## src/rtl/sdb_pkg.sv

```systemverilog
package sdb_pkg;
    localparam int unsigned WORD_W = 16;
    localparam int unsigned CMD_W  = 8;
    localparam int unsigned CNT_W  = $clog2(WORD_W + 1);
    localparam int unsigned RDN_W  = 3;

    typedef enum logic [1:0] {
        OP_NONE  = 2'd0,
        OP_WRITE = 2'd1,
        OP_READ  = 2'd2
    } bus_op_e;

    typedef struct packed {
        logic              done;
        logic              is_data;
        logic [WORD_W-1:0] word;
    } frame_t;

    typedef struct packed {
        bus_op_e           op;
        logic              is_data;
        logic [WORD_W-1:0] word;
    } bus_req_t;

    function automatic logic [RDN_W-1:0] read_words(input logic [CMD_W-1:0] opc);
        case (opc)
            8'h04:   return RDN_W'(3);
            8'h09:   return RDN_W'(3);
            8'h0A:   return RDN_W'(1);
            8'h0C:   return RDN_W'(1);
            default: return '0;
        endcase
    endfunction
endpackage

```

## src/rtl/sdb_frame_rx.sv

```systemverilog
module sdb_frame_rx
    import sdb_pkg::*;
(
    input  logic   clk,
    input  logic   rst,
    input  logic   sclk,
    input  logic   cs_n,
    input  logic   mosi,
    input  logic   dc,
    output frame_t frame,
    output logic   cs_fall,
    output logic   cs_rise,
    output logic   sclk_fall
);
    logic s_sclk, s_cs, s_mosi, s_dc, p_sclk, p_cs;
    logic sclk_rise;
    logic active, len16;
    logic [CNT_W-1:0]  cnt;
    logic [CNT_W-1:0]  target;
    logic [WORD_W-1:0] sh;
    logic [WORD_W-1:0] sh_next;

    always_ff @(posedge clk) begin
        if (rst) begin
            s_sclk <= 1'b0;
            s_cs   <= 1'b1;
            s_mosi <= 1'b0;
            s_dc   <= 1'b0;
            p_sclk <= 1'b0;
            p_cs   <= 1'b1;
        end else begin
            s_sclk <= sclk;
            s_cs   <= cs_n;
            s_mosi <= mosi;
            s_dc   <= dc;
            p_sclk <= s_sclk;
            p_cs   <= s_cs;
        end
    end

    assign cs_fall   = p_cs & ~s_cs;
    assign cs_rise   = ~p_cs & s_cs;
    assign sclk_rise = ~p_sclk & s_sclk & ~s_cs;
    assign sclk_fall = p_sclk & ~s_sclk & ~s_cs;
    assign target    = len16 ? CNT_W'(WORD_W) : CNT_W'(CMD_W);
    assign sh_next   = {sh[WORD_W-2:0], s_mosi};

    always_ff @(posedge clk) begin
        if (rst) begin
            active  <= 1'b0;
            len16   <= 1'b0;
            cnt     <= '0;
            sh      <= '0;
            frame   <= '0;
        end else begin
            frame.done <= 1'b0;
            if (cs_fall) begin
                active <= 1'b1;
                len16  <= s_dc;
                cnt    <= '0;
                sh     <= '0;
            end else if (active && sclk_rise) begin
                sh  <= sh_next;
                cnt <= cnt + 1'b1;
                if (cnt + 1'b1 == target) begin
                    active        <= 1'b0;
                    frame.done    <= 1'b1;
                    frame.is_data <= len16;
                    frame.word    <= sh_next;
                end
            end else if (active && cs_rise) begin
                active <= 1'b0;
                if (cnt != '0) begin
                    frame.done    <= 1'b1;
                    frame.is_data <= len16;
                    frame.word    <= sh;
                end
            end
        end
    end
endmodule

```

## src/rtl/sdb_cmd_tracker.sv

```systemverilog
module sdb_cmd_tracker
    import sdb_pkg::*;
(
    input  logic     clk,
    input  logic     rst,
    input  frame_t   frame,
    output bus_req_t req
);
    logic [RDN_W-1:0] rd_left;
    logic             drain;
    logic [RDN_W-1:0] n_words;

    assign n_words = read_words(frame.word[CMD_W-1:0]);

    always_ff @(posedge clk) begin
        if (rst) begin
            rd_left <= '0;
            drain   <= 1'b0;
            req     <= '{op: OP_NONE, is_data: 1'b0, word: '0};
        end else begin
            req.op <= OP_NONE;
            if (frame.done) begin
                if (!frame.is_data) begin
                    req.op      <= OP_WRITE;
                    req.is_data <= 1'b0;
                    req.word    <= {{(WORD_W-CMD_W){1'b0}}, frame.word[CMD_W-1:0]};
                    rd_left     <= n_words;
                    drain       <= (n_words != '0);
                end else if (rd_left != '0) begin
                    req.op  <= OP_READ;
                    rd_left <= rd_left - 1'b1;
                end else if (drain) begin
                    drain <= 1'b0;
                end else begin
                    req.op      <= OP_WRITE;
                    req.is_data <= 1'b1;
                    req.word    <= frame.word;
                end
            end
        end
    end
endmodule

```

## src/rtl/sdb_bus_seq.sv

```systemverilog
module sdb_bus_seq
    import sdb_pkg::*;
#(
    parameter int unsigned STROBE_CYC = 4
) (
    input  logic              clk,
    input  logic              rst,
    input  bus_req_t          req,
    input  logic [WORD_W-1:0] bus_in,
    output logic [WORD_W-1:0] bus_out,
    output logic              bus_oe,
    output logic              disp_dc,
    output logic              wrx,
    output logic              rdx,
    output logic              rd_valid,
    output logic [WORD_W-1:0] rd_word
);
    localparam int unsigned SW = (STROBE_CYC < 2) ? 1 : $clog2(STROBE_CYC);
    localparam logic [SW-1:0] LOAD = SW'(STROBE_CYC - 1);

    logic [SW-1:0] cnt;

    always_ff @(posedge clk) begin
        if (rst) begin
            bus_out  <= '0;
            bus_oe   <= 1'b1;
            disp_dc  <= 1'b0;
            wrx      <= 1'b1;
            rdx      <= 1'b1;
            cnt      <= '0;
            rd_valid <= 1'b0;
            rd_word  <= '0;
        end else begin
            rd_valid <= 1'b0;
            if (!wrx || !rdx) begin
                if (cnt == '0) begin
                    if (!wrx) begin
                        wrx <= 1'b1;
                    end else begin
                        rdx      <= 1'b1;
                        rd_word  <= bus_in;
                        rd_valid <= 1'b1;
                    end
                end else begin
                    cnt <= cnt - 1'b1;
                end
            end else if (req.op == OP_WRITE) begin
                bus_out <= req.word;
                disp_dc <= req.is_data;
                bus_oe  <= 1'b1;
                wrx     <= 1'b0;
                cnt     <= LOAD;
            end else if (req.op == OP_READ) begin
                bus_oe <= 1'b0;
                rdx    <= 1'b0;
                cnt    <= LOAD;
            end
        end
    end
endmodule

```

## src/rtl/sdb_miso_tx.sv

```systemverilog
module sdb_miso_tx
    import sdb_pkg::*;
(
    input  logic              clk,
    input  logic              rst,
    input  logic              cs_fall,
    input  logic              cs_rise,
    input  logic              sclk_fall,
    input  logic [WORD_W-1:0] load_word,
    output logic              miso
);
    logic [WORD_W-1:0] tx;

    always_ff @(posedge clk) begin
        if (rst) begin
            tx <= '0;
        end else if (cs_fall) begin
            tx <= load_word;
        end else if (cs_rise) begin
            tx <= '0;
        end else if (sclk_fall) begin
            tx <= {tx[WORD_W-2:0], 1'b0};
        end
    end

    assign miso = tx[WORD_W-1];
endmodule

```

## src/rtl/spi_disp_bridge.sv

```systemverilog
module spi_disp_bridge
    import sdb_pkg::*;
#(
    parameter int unsigned STROBE_CYC = 4
) (
    input  logic              clk,
    input  logic              rst,
    input  logic              sclk,
    input  logic              cs_n,
    input  logic              mosi,
    input  logic              dc,
    output logic              miso,
    input  logic [WORD_W-1:0] bus_in,
    output logic [WORD_W-1:0] bus_out,
    output logic              bus_oe,
    output logic              disp_dc,
    output logic              wrx,
    output logic              rdx
);
    frame_t            frame;
    bus_req_t          req;
    logic              cs_fall, cs_rise, sclk_fall;
    logic              rd_valid;
    logic [WORD_W-1:0] rd_word;
    logic              pend;
    logic [WORD_W-1:0] pend_word;
    logic [WORD_W-1:0] load_word;

    sdb_frame_rx u_rx (
        .clk(clk), .rst(rst), .sclk(sclk), .cs_n(cs_n), .mosi(mosi), .dc(dc),
        .frame(frame), .cs_fall(cs_fall), .cs_rise(cs_rise), .sclk_fall(sclk_fall)
    );

    sdb_cmd_tracker u_trk (
        .clk(clk), .rst(rst), .frame(frame), .req(req)
    );

    sdb_bus_seq #(.STROBE_CYC(STROBE_CYC)) u_seq (
        .clk(clk), .rst(rst), .req(req), .bus_in(bus_in),
        .bus_out(bus_out), .bus_oe(bus_oe), .disp_dc(disp_dc),
        .wrx(wrx), .rdx(rdx), .rd_valid(rd_valid), .rd_word(rd_word)
    );

    always_ff @(posedge clk) begin
        if (rst) begin
            pend      <= 1'b0;
            pend_word <= '0;
        end else if (rd_valid) begin
            pend      <= 1'b1;
            pend_word <= rd_word;
        end else if (cs_fall) begin
            pend <= 1'b0;
        end
    end

    assign load_word = pend ? pend_word : '0;

    sdb_miso_tx u_tx (
        .clk(clk), .rst(rst), .cs_fall(cs_fall), .cs_rise(cs_rise),
        .sclk_fall(sclk_fall), .load_word(load_word), .miso(miso)
    );
endmodule

```

## config.mk

```make
export PLATFORM = sky130hd
export DESIGN_NAME = spi_disp_bridge
export DESIGN_NICKNAME = d
export VERILOG_FILES = /design/src/rtl/sdb_pkg.sv /design/src/rtl/sdb_frame_rx.sv /design/src/rtl/sdb_cmd_tracker.sv /design/src/rtl/sdb_bus_seq.sv /design/src/rtl/sdb_miso_tx.sv /design/src/rtl/spi_disp_bridge.sv
export SDC_FILE = /design/constraint.sdc
export NUM_CORES = 1
export LEC_CHECK = 0
export ABC_AREA = 0
export BUFFER_PORTS_ARGS = -buffer_cell sky130_fd_sc_hd__buf_2
export CORE_MARGIN = 2
export CORE_UTILIZATION = 25
export CTS_CLUSTER_SIZE = 30
export DETAILED_ROUTE_END_ITERATION = 8
export PLACE_DENSITY_LB_ADDON = 0.08
export SYNTH_ARGS = -nofsm -noshare
export SYNTH_HDL_FRONTEND = slang
export SYNTH_SLANG_ARGS = --single-unit
```

## constraint.sdc

```tcl
create_clock -name clk -period 2.44 [get_ports clk]
set_input_delay 0 -clock clk [delete_from_list [all_inputs] [get_ports clk]]
set_output_delay 0 -clock clk [all_outputs]
set_load 0.05 [all_outputs]
```

* Word-level counts from Yosys, hierarchy flattened *
Index checks and enable logic that the tools add are counted.

word-level totals
  flip-flop bits (word level) = 142
  input bits = 22
  output and inout port bits = 21
  logic and storage cells = 137

operators by class
  add/sub/neg operators = 3
  equal/unequal tests = 16
  muxes and demuxes = 38
  bitwise gates (word level) = 15
  reduce and logical (&&, ||, !) cells = 35

operators with widths
  cell                   count
  $mux W18               6
  $mux W16               4
  $eq A8 B4 Y1 const B   3
  $mux W1                18
  $mux W17               1
  $reduce_bool A3 Y1     5
  $reduce_and A2 Y1      7
  $reduce_bool A2 Y1     6
  $mux W2                5
  $ne A2 B2 Y1 const B   5
  $not A1 Y1             9
  $eq A8 B3 Y1 const B   1
  $reduce_and A4 Y1      2
  $reduce_or A2 Y1       4
  $and A1 B1 Y1          6
  $mux W3                2
  $ne A2 B1 Y1 const B   3
  $reduce_and A3 Y1      2
  $reduce_or A3 Y1       2
  $add A5 B1 Y5 const B  1
  $eq A5 B5 Y1           1
  $mux W5                1
  $reduce_bool A5 Y1     1
  $pmux W2 S2            1
  9 further kinds        11

* Depth between registers and ports, before layout *
  depth after elaboration = 6
  gate-level depth with buffers = 11
  gate-level depth less buffers = 8

* Hierarchy *
From an unflattened synthesis, not the netlist that was laid out.

second synthesis, totals
  cells, all modules = 679
  area total of the unflattened synthesis = 6,020.8 sq um

modules (own cells, without submodules)
  module           instances  cells each  area each (sq um)  seq. area each (sq um)
  sdb_frame_rx     1          241         2,098.3            940.9
  sdb_bus_seq      1          177         1,529.0            780.7
  sdb_cmd_tracker  1          99          929.6              460.4
  sdb_miso_tx      1          89          742.0              320.3
  spi_disp_bridge  1          73          721.9              340.3

* Worst setup path after synthesis *
No wires, ideal clock.

  path type = reg-to-reg
  from = register u_rx.cnt[0]
  to = register, netlist name u_rx.frame[10]
  setup time = 0.143 ns
  data arrival time = 1.900 ns
  data required time = 2.297 ns
  slack = 0.396 ns
  stages on the path, launching flop included = 12
  buffers on the path = 3
  clock period less this slack = 2.044 ns
  path through = dfxtp_1 -> inv_1 -> ha_1 -> nor4b_1 -> nor4bb_1 -> buf_2 -> a21oi_2 -> nor2_4 -> and2_1 -> buf_6 -> buf_12 -> a211oi_2

on the way
  longest elaborated chain between the ends = 4
  elaborated cells between the ends (all ways) = 6
  those cells by class = add/sub (1); eq/ne (2); reduce/logical (3)

ends and longest elaborated chain
  element                               line                text
  start, declared                       sdb_frame_rx.sv:18  logic [CNT_W-1:0] cnt;
  start signal, assigned                sdb_frame_rx.sv:64  cnt <= cnt + 1'b1;
  $add A5 B1 Y5                         sdb_frame_rx.sv:65  if (cnt + 1'b1 == target) begin
  $eq A5 B5 Y1                          sdb_frame_rx.sv:65
  $ne A2 B2 Y1 (no source line)         n/a
  $reduce_and A4 Y1 (no source line) *  n/a

Mark *: on every way between the ends. The rest lies on a longest branch, timed or not.
A chain may end at the register's enable or synchronous reset.

* Worst setup path after layout *
  from = register u_rx.cnt[1]
  to = register, netlist name u_rx.frame[5]

on the way
  longest elaborated chain between the ends = 4
  elaborated cells between the ends (all ways) = 6
  those cells by class = add/sub (1); eq/ne (2); reduce/logical (3)

ends and longest elaborated chain
  element                               line
  $add A5 B1 Y5                         sdb_frame_rx.sv:65
  $eq A5 B5 Y1                          sdb_frame_rx.sv:65
  $ne A2 B2 Y1 (no source line)         n/a
  $reduce_and A4 Y1 (no source line) *  n/a

Marks and branches as above.

==> results by group <==
Status
  – Status: complete, no violations

Floorplan
  – Ports: 43
  – Row count: 54
  – Die width: 153.6 um
  – Total die area: 23590 um^2
  – Starting Density: 0.2556
  – Die H: 153.6 um
  – Core ar.: 21890 um^2

Synthesis
  – Seq cells post-synth: 142
  – Post-Synthesis Cells: approximately 610
  – Top FF cell, synth: dfxtp_1
  – Syn nets: 635
  – Post-synth top area cell: dfxtp_1
  – Avg Synthesized Cell Area: 9.249 um^2
  – Synth top area share: 0.5081
  – Register area share after synthesis: 0.5081
  – Area contributors post-synth: dfxtp_1 (51%), a21oi_1 (5.5%), nand2_1 (5.4%), a22oi_1 (5.2%), mux2i_1 (4.8%)
  – Mapped cell area: 5595 um^2
  – Post-synth EDFFs: 0
  – Netlist cell types: 51
  – Fraction of synthesis flops using an asynchronous set or reset pin: 0
  – Synth warn: 0

Power
  – Clock power frac: 0.514
  – Lkg Pwr: about 2.5 nW
  – Cell internal pwr: 4.087 mW
  – Maximum vdd ir drop: 389.4 uV
  – Cell area power density: 754.5 nW/um^2
  – Sequential share of power: 0.452
  – NetSw: ~1.1 mW
  – Net Sw Frac: 0.2178
  – Total power: 5.225 mW
  – Combinational share of power: 0.034

Cells and area
  – ANT cells: 0
  – Multi-input gate area: 2522 um^2
  – Fraction of final layout cells sized beyond drive strength 1: 0.1707
  – Most common cell after layout, fill and taps aside: dfxtp_1
  – Fill count: 2318
  – Final-stage net count: 686
  – Sequential cell area: 2843 um^2
  – Commonest cells after routing, fill and taps aside: dfxtp_1 (142), nand2_1 (80), nor2_1 (69), a21oi_1 (61), buf_2 (41)
  – Area Overhead vs Synth: 23.77%
  – Layout Cells excl Fill: 948

STA
  – Max Freq: 469.8 MHz
  – Final Hold Vio Count: 0
  – Setup Skew: 0.009485 ns
  – Final Critical Period: 2.129 ns
  – Worst hold margin: 0.08424 ns
  – Setup tns final: 0 ns
  – Worst Tran Pin Value: 0.7604 ns
  – Slew Limit Fails: 0
  – Final setup fails: 0
  – RSZ-0062 raised after global routing: false
  – Final setup margin: 0.3113 ns
  – Relative slew slack: 0.4919
  – Fin crit share: 0.8724

GRT
  – Initial antenna violation count: 0
  – Vias in the first global route: approximately 4400
  – Total track usage: 0.1155
  – Global-route wire length before repair: 22.20 mm
  – Grt ovf: 0
  – Largest net degree at the start of global routing: 63

Clocking
  – TritonCTS Sinks: 142
  – Root buf cell: clkbuf_16
  – Cells resized by post-CTS repair: 0
  – Clock Latency Late Sink: between 0.4 and 0.5 ns
  – CTS tree: yes
  – Max H-tree Level: 4
  – CTS Buf Count: 17
  – Longest Clk Path Bufs: 2
  – Worst-path clk slew: 0.06 ns

Place
  – Port Buffers: 42
  – RD Place Congestion: 0.6963
  – Place WS: between 0.1 and 0.15 ns
  – Detailed Place HPWL: 8.347 mm
  – Cells after DPL: 896

Setup path
  – Worst r2r path cells: 8
  – Crit path buf inv count: 1
  – Crit Path Category: flip-flop to flip-flop
  – Largest delay share family, worst path: compound AO/OA/AOI/OAI gates
  – Crit path capture type: flip-flop
  – Crit-path slowest cell: dfxtp_1
  – Levels on crit path: 8
  – Critical Path RT: roughly 2.8 ns
  – Worst Path Max Fanout: 18
  – Crit path launch type: flip-flop
  – Critical Path Max Stage Delay: 0.46 ns
  – CP Cell Sequence: ha_1, xor2_1, a311oi_2, a21oi_2, nor2_4, buf_4, a21oi_1, a211oi_2
  – R2R Setup Slk: around 0.31 ns
  – Worst Path Arrival: 2.46 ns

Route
  – Drt first-iter violations: 140
  – ANT nets after route: 0
  – DR vias: between 4000 and 5000
  – Total wire length: roughly 13 mm
  – Initial DRT Pass Iterations: 4
  – Routed length per instance: 13.85 um
  – Avg Vias per Cell: 4.621
  – DRC violations left: 0

Flow run
  – # Max-Cap Violations: 0

Min path
  – Worst hold path type: input pin to flip-flop
  – WHS Path Cells: 2
[final timing paths]
check	startpoint	end
max	u_rx.cnt[1]$_SDFFE_PP0N_	u_rx.frame[5]$_SDFFE_PP0P_
min	rst	pend_word[14]$_SDFFE_PP0P_
max reg2reg	u_rx.cnt[1]$_SDFFE_PP0N_	u_rx.frame[5]$_SDFFE_PP0P_
min reg2reg	u_seq.bus_out[15]$_SDFFE_PP0P_	u_seq.bus_out[15]$_SDFFE_PP0P_
[cell usage after synthesis (3+ instances only)]
cell type  count
a211oi_1      23
a211oi_2      10
a21oi_1       62
a22o_1        16
a22oi_1       39
buf_1          3
buf_2          6
buf_6          3
clkbuf_1      32
dfxtp_1      142
ha_1           8
inv_1         10
mux2i_1       27
nand2_1       80
nand2b_1       5
nand3_1        4
nor2_1        69
nor2b_1        9
nor3_1         7
o21ai_0        7
or2_2          3
xor2_1         4
[cell type report]
| type | instances | area share |
|---|---|---|
| multi-input combinational | 407 | 0.3642 |
| tap | 280 | 0.05059 |
| sequential | 142 | 0.4105 |
| clock inverter | 12 | 0.02331 |
| timing repair buffer | 78 | 0.08058 |
| clock buffer | 19 | 0.06540 |
| inverter | 10 | 0.005420 |
[routing by layer]
layer | up-vias | GRT usage | part of all wire
li1 | 2235 | - | -
met1 | 2080 | 0.1555 | 0.51
met2 | 56 | 0.1795 | 0.45
met3 | 10 | 0.03185 | 0.030
met4 | 0 | 0.03713 | 0.0091
met5 | - | 0 | 0
[cells by family (layout without fill, tap and decap cells)]
group	count (synthesis)	in the layout	share of synthesized area
AND/OR/NAND/NOR	195	195	0.1552
AO/OA/AOI/OAI	172	172	0.2162
flip-flops	142	142	0.5081
buffers and inverters	56	119	0.04651
multiplexers	27	27	0.04830
adder cells (fa/ha/maj)	8	8	0.01789
XOR/XNOR	5	5	0.007826
[registers in the layout, indices dropped and copies added (netlist names), 2 cells and up]
name	flops
pend_word	16
u_seq.cnt	2
u_rx.sh	16
u_trk.rd_left	3
u_seq.bus_out	16
u_tx.tx	16
u_seq.rd_word	16
u_rx.cnt	5
u_rx.frame	18
u_trk.req	19
[per-stage QoR]
step | utilization | cell area (um^2)
final | 0.3164 | 6925
after global routing | 0.3164 | 6925
after CTS | 0.3154 | 6905
after detailed placement | 0.2782 | 6091
after global placement | 0.2782 | 6091
after floorplan | - | 5595
[timing repair]
action / 4_1_cts / 5_1_grt
setup endpoints to repair: 0 / 14
hold buffers: 20 / 0
setup buffers: 0 / 1
endpoints found under the hold margin: 20 / 0
[power by group through the flow]
stage / clock network (mW) / registers [mW] / logic [mW]
detailed placement: 0 / 2.42 / 0.157
finish: 2.68 / 2.36 / 0.177
CTS: 2.79 / 2.36 / 0.183
floorplan: 0 / 2.41 / 0.101
global placement: 0 / 2.42 / 0.156
global route: 2.88 / 2.37 / 0.199
No activity file was read; power rests on OpenSTA's default activity.
